===== src/rtl/tsr_pkg.sv =====
package tsr_pkg;
  localparam int NUM_TONE = 3;
  localparam int NUM_CHAN = NUM_TONE + 1;
  localparam int ADDR_W   = 3;
  localparam logic [ADDR_W-1:0] ADDR_CTRL = 3'd6;
  localparam logic [ADDR_W-1:0] ADDR_SYNC = 3'd7;
  localparam int CTRL_SEL_LSB = 4;

  typedef enum logic [1:0] {
    NSRC_CH0 = 2'd0,
    NSRC_CH1 = 2'd1,
    NSRC_CH2 = 2'd2,
    NSRC_OFF = 2'd3
  } nsrc_e;
endpackage


===== src/rtl/tsr_regs.sv =====
module tsr_regs
  import tsr_pkg::*;
#(
  parameter int CNT_W = 12
) (
  input  logic                            clk,
  input  logic                            rst_n,
  input  logic                            wr_en,
  input  logic [ADDR_W-1:0]               wr_addr,
  input  logic [7:0]                      wr_data,
  output logic [NUM_TONE-1:0][CNT_W-1:0]  reload_o,
  output logic [NUM_TONE-1:0]             ring_o,
  output nsrc_e                           nsel_o,
  output logic [NUM_CHAN-1:0]             sync_o
);
  localparam int HI_W = CNT_W - 8;

  for (genvar k = 0; k < NUM_TONE; k++) begin : g_reload
    localparam logic [ADDR_W-1:0] LO_ADDR = ADDR_W'(2 * k);
    localparam logic [ADDR_W-1:0] HI_ADDR = ADDR_W'(2 * k + 1);
    logic [CNT_W-1:0] rl_q, rl_d;

    always_comb begin
      rl_d = rl_q;
      if (wr_en && wr_addr == LO_ADDR) rl_d[7:0] = wr_data;
      if (wr_en && wr_addr == HI_ADDR) rl_d[CNT_W-1:8] = wr_data[HI_W-1:0];
    end

    always_ff @(posedge clk or negedge rst_n) begin
      if (!rst_n) rl_q <= '0;
      else        rl_q <= rl_d;
    end

    assign reload_o[k] = rl_q;
  end

  logic [NUM_TONE-1:0] ring_q, ring_d;
  nsrc_e               nsel_q, nsel_d;
  logic [NUM_CHAN-1:0] sync_q, sync_d;

  always_comb begin
    ring_d = ring_q;
    nsel_d = nsel_q;
    sync_d = sync_q;
    if (wr_en && wr_addr == ADDR_CTRL) begin
      ring_d = wr_data[NUM_TONE-1:0];
      nsel_d = nsrc_e'(wr_data[CTRL_SEL_LSB +: 2]);
    end
    if (wr_en && wr_addr == ADDR_SYNC) sync_d = wr_data[NUM_CHAN-1:0];
  end

  always_ff @(posedge clk or negedge rst_n) begin
    if (!rst_n) begin
      ring_q <= '0;
      nsel_q <= NSRC_CH0;
      sync_q <= '0;
    end else begin
      ring_q <= ring_d;
      nsel_q <= nsel_d;
      sync_q <= sync_d;
    end
  end

  assign ring_o = ring_q;
  assign nsel_o = nsel_q;
  assign sync_o = sync_q;
endmodule


===== src/rtl/tsr_tone_chan.sv =====
module tsr_tone_chan #(
  parameter int CNT_W = 12
) (
  input  logic             clk,
  input  logic             rst_n,
  input  logic             tick_i,
  input  logic             sync_i,
  input  logic [CNT_W-1:0] reload_i,
  output logic             sq_o
);
  logic [CNT_W-1:0] cnt_q, cnt_d;
  logic             sq_q, sq_d;

  always_comb begin
    cnt_d = cnt_q;
    sq_d  = sq_q;
    if (sync_i) begin
      cnt_d = reload_i;
      sq_d  = 1'b0;
    end else if (tick_i) begin
      if (cnt_q == '0) begin
        cnt_d = reload_i;
        sq_d  = ~sq_q;
      end else begin
        cnt_d = cnt_q - 1'b1;
      end
    end
  end

  always_ff @(posedge clk or negedge rst_n) begin
    if (!rst_n) begin
      cnt_q <= '0;
      sq_q  <= 1'b0;
    end else begin
      cnt_q <= cnt_d;
      sq_q  <= sq_d;
    end
  end

  assign sq_o = sq_q;


  sync_hold_chk: assert property (@(posedge clk) disable iff (!rst_n)
    sync_i |=> (sq_q == 1'b0 && cnt_q == $past(reload_i)));


  no_tick_hold_chk: assert property (@(posedge clk) disable iff (!rst_n)
    (!tick_i && !sync_i) |=> ($stable(sq_q) && $stable(cnt_q)));


  toggle_at_zero_chk: assert property (@(posedge clk) disable iff (!rst_n)
    (tick_i && !sync_i && cnt_q != '0) |=> $stable(sq_q));
endmodule


===== src/rtl/tsr_noise.sv =====
module tsr_noise #(
  parameter int LFSR_W   = 17,
  parameter int LFSR_TAP = 14
) (
  input  logic clk,
  input  logic rst_n,
  input  logic src_i,
  input  logic frz_i,
  output logic lvl_o
);
  logic [LFSR_W-1:0] lfsr_q, lfsr_d;
  logic              prev_q;
  logic              step;

  assign step = src_i && !prev_q && !frz_i;

  always_comb begin
    lfsr_d = lfsr_q;
    if (step) lfsr_d = {lfsr_q[LFSR_W-2:0], lfsr_q[LFSR_W-1] ^ lfsr_q[LFSR_TAP-1]};
  end

  always_ff @(posedge clk or negedge rst_n) begin
    if (!rst_n) begin
      lfsr_q <= LFSR_W'(1);
      prev_q <= 1'b0;
    end else begin
      lfsr_q <= lfsr_d;
      prev_q <= src_i;
    end
  end

  assign lvl_o = lfsr_q[LFSR_W-1];


  lfsr_nonzero_chk: assert property (@(posedge clk) disable iff (!rst_n)
    lfsr_q != '0);


  no_rise_hold_chk: assert property (@(posedge clk) disable iff (!rst_n)
    (!src_i || prev_q || frz_i) |=> $stable(lfsr_q));
endmodule


===== src/rtl/tone_sync_ring_core.sv =====
module tone_sync_ring_core
  import tsr_pkg::*;
#(
  parameter int CNT_W    = 12,
  parameter int LFSR_W   = 17,
  parameter int LFSR_TAP = 14
) (
  input  logic              clk,
  input  logic              rst_n,
  input  logic              tick_en,
  input  logic              wr_en,
  input  logic [ADDR_W-1:0] wr_addr,
  input  logic [7:0]        wr_data,
  output logic [NUM_CHAN-1:0] chan_lvl
);
  logic [1:0] rst_sync_q;
  logic       rst_core_n;

  always_ff @(posedge clk or negedge rst_n) begin
    if (!rst_n) rst_sync_q <= 2'b00;
    else        rst_sync_q <= {rst_sync_q[0], 1'b1};
  end
  assign rst_core_n = rst_sync_q[1];

  logic [NUM_TONE-1:0][CNT_W-1:0] reload;
  logic [NUM_TONE-1:0]            ring;
  nsrc_e                          nsel;
  logic [NUM_CHAN-1:0]            sync;
  logic [NUM_TONE-1:0]            sq;
  logic                           noise_lvl;
  logic                           noise_src;

  tsr_regs #(.CNT_W(CNT_W)) u_regs (
    .clk      (clk),
    .rst_n    (rst_core_n),
    .wr_en    (wr_en),
    .wr_addr  (wr_addr),
    .wr_data  (wr_data),
    .reload_o (reload),
    .ring_o   (ring),
    .nsel_o   (nsel),
    .sync_o   (sync)
  );

  for (genvar k = 0; k < NUM_TONE; k++) begin : g_tone
    tsr_tone_chan #(.CNT_W(CNT_W)) u_tone (
      .clk      (clk),
      .rst_n    (rst_core_n),
      .tick_i   (tick_en),
      .sync_i   (sync[k]),
      .reload_i (reload[k]),
      .sq_o     (sq[k])
    );
  end

  // Ring partners: 0 <-> 2 (raw squares), 1 <-> noise level.
  always_comb begin
    chan_lvl[0] = ring[0] ? ~(sq[0] ^ sq[2])    : sq[0];
    chan_lvl[1] = ring[1] ? ~(sq[1] ^ noise_lvl) : sq[1];
    chan_lvl[2] = ring[2] ? ~(sq[2] ^ sq[0])    : sq[2];
    chan_lvl[3] = noise_lvl;
  end

  always_comb begin
    unique case (nsel)
      NSRC_CH0: noise_src = chan_lvl[0];
      NSRC_CH1: noise_src = chan_lvl[1];
      NSRC_CH2: noise_src = chan_lvl[2];
      default:  noise_src = 1'b0;
    endcase
  end

  tsr_noise #(.LFSR_W(LFSR_W), .LFSR_TAP(LFSR_TAP)) u_noise (
    .clk   (clk),
    .rst_n (rst_core_n),
    .src_i (noise_src),
    .frz_i (sync[3]),
    .lvl_o (noise_lvl)
  );


  ring_noise_inv_chk: assert property (@(posedge clk) disable iff (!rst_core_n)
    (sync[1] && $past(sync[1]) && ring[1]) |-> (chan_lvl[1] != chan_lvl[3]));
endmodule


===== config.mk =====
export PLATFORM = sky130hd
export DESIGN_NAME = tone_sync_ring_core
export DESIGN_NICKNAME = d
export VERILOG_FILES = /design/src/rtl/tsr_pkg.sv /design/src/rtl/tsr_regs.sv /design/src/rtl/tsr_tone_chan.sv /design/src/rtl/tsr_noise.sv /design/src/rtl/tone_sync_ring_core.sv
export SDC_FILE = /design/constraint.sdc
export NUM_CORES = 1
export LEC_CHECK = 0
export ABC_AREA = 1
export ABC_CLOCK_PERIOD_IN_PS = 7700
export BUFFER_PORTS_ARGS = -buffer_cell sky130_fd_sc_hd__buf_2
export CAP_MARGIN = 20
export CORE_MARGIN = 2
export CORE_UTILIZATION = 35
export DETAILED_ROUTE_END_ITERATION = 10
export GPL_TIMING_DRIVEN = 0
export PLACE_DENSITY_LB_ADDON = 0.1
export SYNTH_ARGS = -nofsm -noshare
export SYNTH_HDL_FRONTEND = slang
export SYNTH_SLANG_ARGS = --single-unit
export TNS_END_PERCENT = 50

===== constraint.sdc =====
create_clock -name clk -period 7.7 [get_ports clk]
set_input_delay 0 -clock clk [delete_from_list [all_inputs] [get_ports clk]]
set_output_delay 0 -clock clk [all_outputs]
set_load 0.01 [all_outputs]

==> flow_summary.ini <==
[timing]
fmax_mhz = 615
tns_ns = 0
slew-limit-headroom = 0.413
fin_crit_sh = 0.211
worst_pin_slew_ns = 0.881
rsz0062_at_grt = false
period_needed_ns = 1.63
setup_viol = 0
slew_viol_final = 0
finalHoldViolations = 0
whs_ns = 0.0305
clock_skew_ns = 0.00863

[synth]
synth_flop_cell = dfrtp_1
synth-seq-area-share = 0.476
synthTopCellsByArea = dfrtp_1 (47%), nand2_1 (17%), nand3_1 (6.9%), o21ai_0 (5.0%), inv_1 (4.9%)
ys_async_sr_fraction = 1.00
synth_commonest_cells = nand2_1 (253), dfrtp_1 (103), nand3_1 (75), inv_1 (71), o21ai_0 (55)
synth.distinct_cells = 35
ys_seq_elements = 104
synthesis.area_sq_mm = 0.00547
synth_area_leader_cell = dfrtp_1
yosysTopAreaCellShare = 0.471
netlist_instances = 720
syn_avg_cell_area_sq_um = 7.60
post-synth-top-count-cell = nand2_1
ys_warn_count = 0
synth-edff-count = 0
syn_nets = 741

[worst_setup_path]
endpoint_kind = register
arrival_ns = 1.87
path_class = reg2reg
cp_max_fo = 10
worstRegToRegCells = 10
cp-start-kind = register
critPathRequiredTime_ns = 7.95

[finish]
diodes = 0
fillCellCount = 1584
drive_gt1_frac = 0.125
postLayoutCellArea_sq_mm = 0.00624
nets = 779
syn2layout_area_growth_pct = 13.9

[route]
dr.pass1.iters = 4
postRouteAntennaNets = 0
drt_wl_total_mm = 12.8
drc = 0
drtIter0Drc = 217
vias_per_cell = 4.68
wl_per_cell_um = 13.1
vias = 4558

[cts]
numCtsBuffers = 9
clk_latency_ns = 0.36
cts.clk_slew.worst_paths_ns = 0.07
clock-sinks = 104
htree_levels = 3
cts-root-buf = clkbuf_16
cts_tree = built
post-cts-setup-buffer-count = 0
clock_path_buffers = 2

[grt]
grt_usage = 0.168
grt_max_degree = 67
antenna_found_initial = 0
grt_pass1_vias = 4252
grt_overflow = 0
grt_pass1_wl_mm = 21.7

[pwr]
total_power_mw = 1.98
power_density_mw_per_mm2 = 317
p_leak_nw = 3.19
peakVddDrop_mv = 0.128

[placement]
dp_hpwl_mm = 9.16
dpl-instance-area_sq_mm = 0.00585
gp_congestion = 0.810
io_buffers = 18

[min_path]
hold_path.class = in2reg
hold_path_depth = 3

[flow_run]
cap_violations = 0

[status]
outcome = completed

[die]
initial_core_util = 0.359
row_count = 45
dieWidth_um = 129
die_y_um = 129
die_area_sq_mm = 0.0167
core_sq_mm = 0.0153
io_pins = 19
power breakdown:
part | leakage [nW] | internal [mW] | total, mW | switching (mW)
combinational | 1.74 | 0.255 | 0.670 | 0.415
sequential | 1.31 | 0.687 | 0.830 | 0.143
clock | 0.139 | 0.255 | 0.475 | 0.220
sequential cells by signal, summed over array words and instances (netlist names):
signal                flops
u_regs.g_reload.rl_q     36
u_regs.nsel_o             2
g_tone.u_tone.cnt_q      36
u_noise.lfsr_q           17
g_tone.u_tone.sq_o        3
u_regs.ring_o             3
u_noise.prev_q            1
rst_sync_q                2
u_regs.sync_o             4
logic make-up after synthesis:
logic type / share of synthesized area
AND/OR/NAND/NOR: 0.356
flip-flops: 0.476
buffers and inverters: 0.0752
AO/OA/AOI/OAI: 0.0663
XOR/XNOR: 0.0128
adder cells (fa/ha/maj): 0.0137
other: 0.000685
routing by layer:
metal | vias to the layer above | track usage | routed length [um]
met1 | 2139 | 0.231 | 6350
li1 | 2341 | - | -
met4 | 0 | 0.0518 | 196
met5 | - | 0 | 0
met2 | 62 | 0.270 | 5900
met3 | 16 | 0.0322 | 349
placed cells by master, fill, tap and decap left out, types with 5 or more instances in the layout:
cell type / n
nor2_1: 51
a21oi_1: 9
dlygate4sd3_1: 8
ha_1: 6
nand3_1: 75
nand2_1: 253
nand4_1: 5
nand3b_1: 8
buf_2: 22
clkbuf_16: 9
dfrtp_1: 102
nand2_2: 13
clkbuf_1: 5
nor2_2: 10
o21ai_0: 55
inv_2: 9
inv_1: 71
worst max-delay path, cell delays in order (launching register included):
cell and delay [ns]:
dfrtp_1 0.42, inv_1 0.16, ha_1 0.17, nand2_1 0.06
nor2_2 0.14, nand2_4 0.09, nand2_4 0.12, buf_8 0.14
nand2_1 0.06, nand3_1 0.08, nand2_1 0.06
area by class of cell:
cell class	instances	area, sq um	area share
buffer	15	111	0.0179
clock buffer	9	225	0.0361
clock inverter	7	78.8	0.0126
inverter	80	300	0.0482
multi-input combinational	521	2460	0.394
sequential	104	2610	0.418
tap	211	264	0.0423
timing repair buffer	27	190	0.0305
worst paths after layout:
| path | slack [ns] | end | start |
|---|---|---|---|
| worst max-delay path | 6.07 | g_tone[2].u_tone.cnt_q[2]$_DFFE_PN0P_ | g_tone[2].u_tone.cnt_q[0]$_DFFE_PN0P_ |
| max in group asynchronous | 6.54 | g_tone[0].u_tone.cnt_q[2]$_DFFE_PN0P_ | rst_sync_q[1]$_DFF_PN0_ |
| worst max register to register | 6.07 | g_tone[2].u_tone.cnt_q[2]$_DFFE_PN0P_ | g_tone[2].u_tone.cnt_q[0]$_DFFE_PN0P_ |
| min in group asynchronous | 0.46 | u_regs.g_reload[2].rl_q[1]$_DFFE_PN0P_ | rst_sync_q[1]$_DFF_PN0_ |
| worst min-delay path | 0.03 | u_regs.g_reload[0].rl_q[5]$_DFFE_PN0P_ | wr_data[5] |
| worst min register to register | 0.35 | rst_sync_q[1]$_DFF_PN0_ | rst_sync_q[0]$_DFF_PN0_ |
through the flow:
stage          utilization  setup slack, ns  std cells
6_report             0.409             6.07        974
5_1_grt              0.409             5.94        974
4_1_cts              0.409             6.05        974
3_5_place_dp         0.384             6.08        950
3_3_place_gp         0.382             3.19        949
2_1_floorplan            -             4.59        720
timing repair:
| action | in CTS | in global routing |
|---|---|---|
| endpoints found under the hold margin | 11 | 0 |
| hold buffers | 8 | 0 |
| resized for setup | 0 | 0 |
Power figures use the tool's default switching activity.
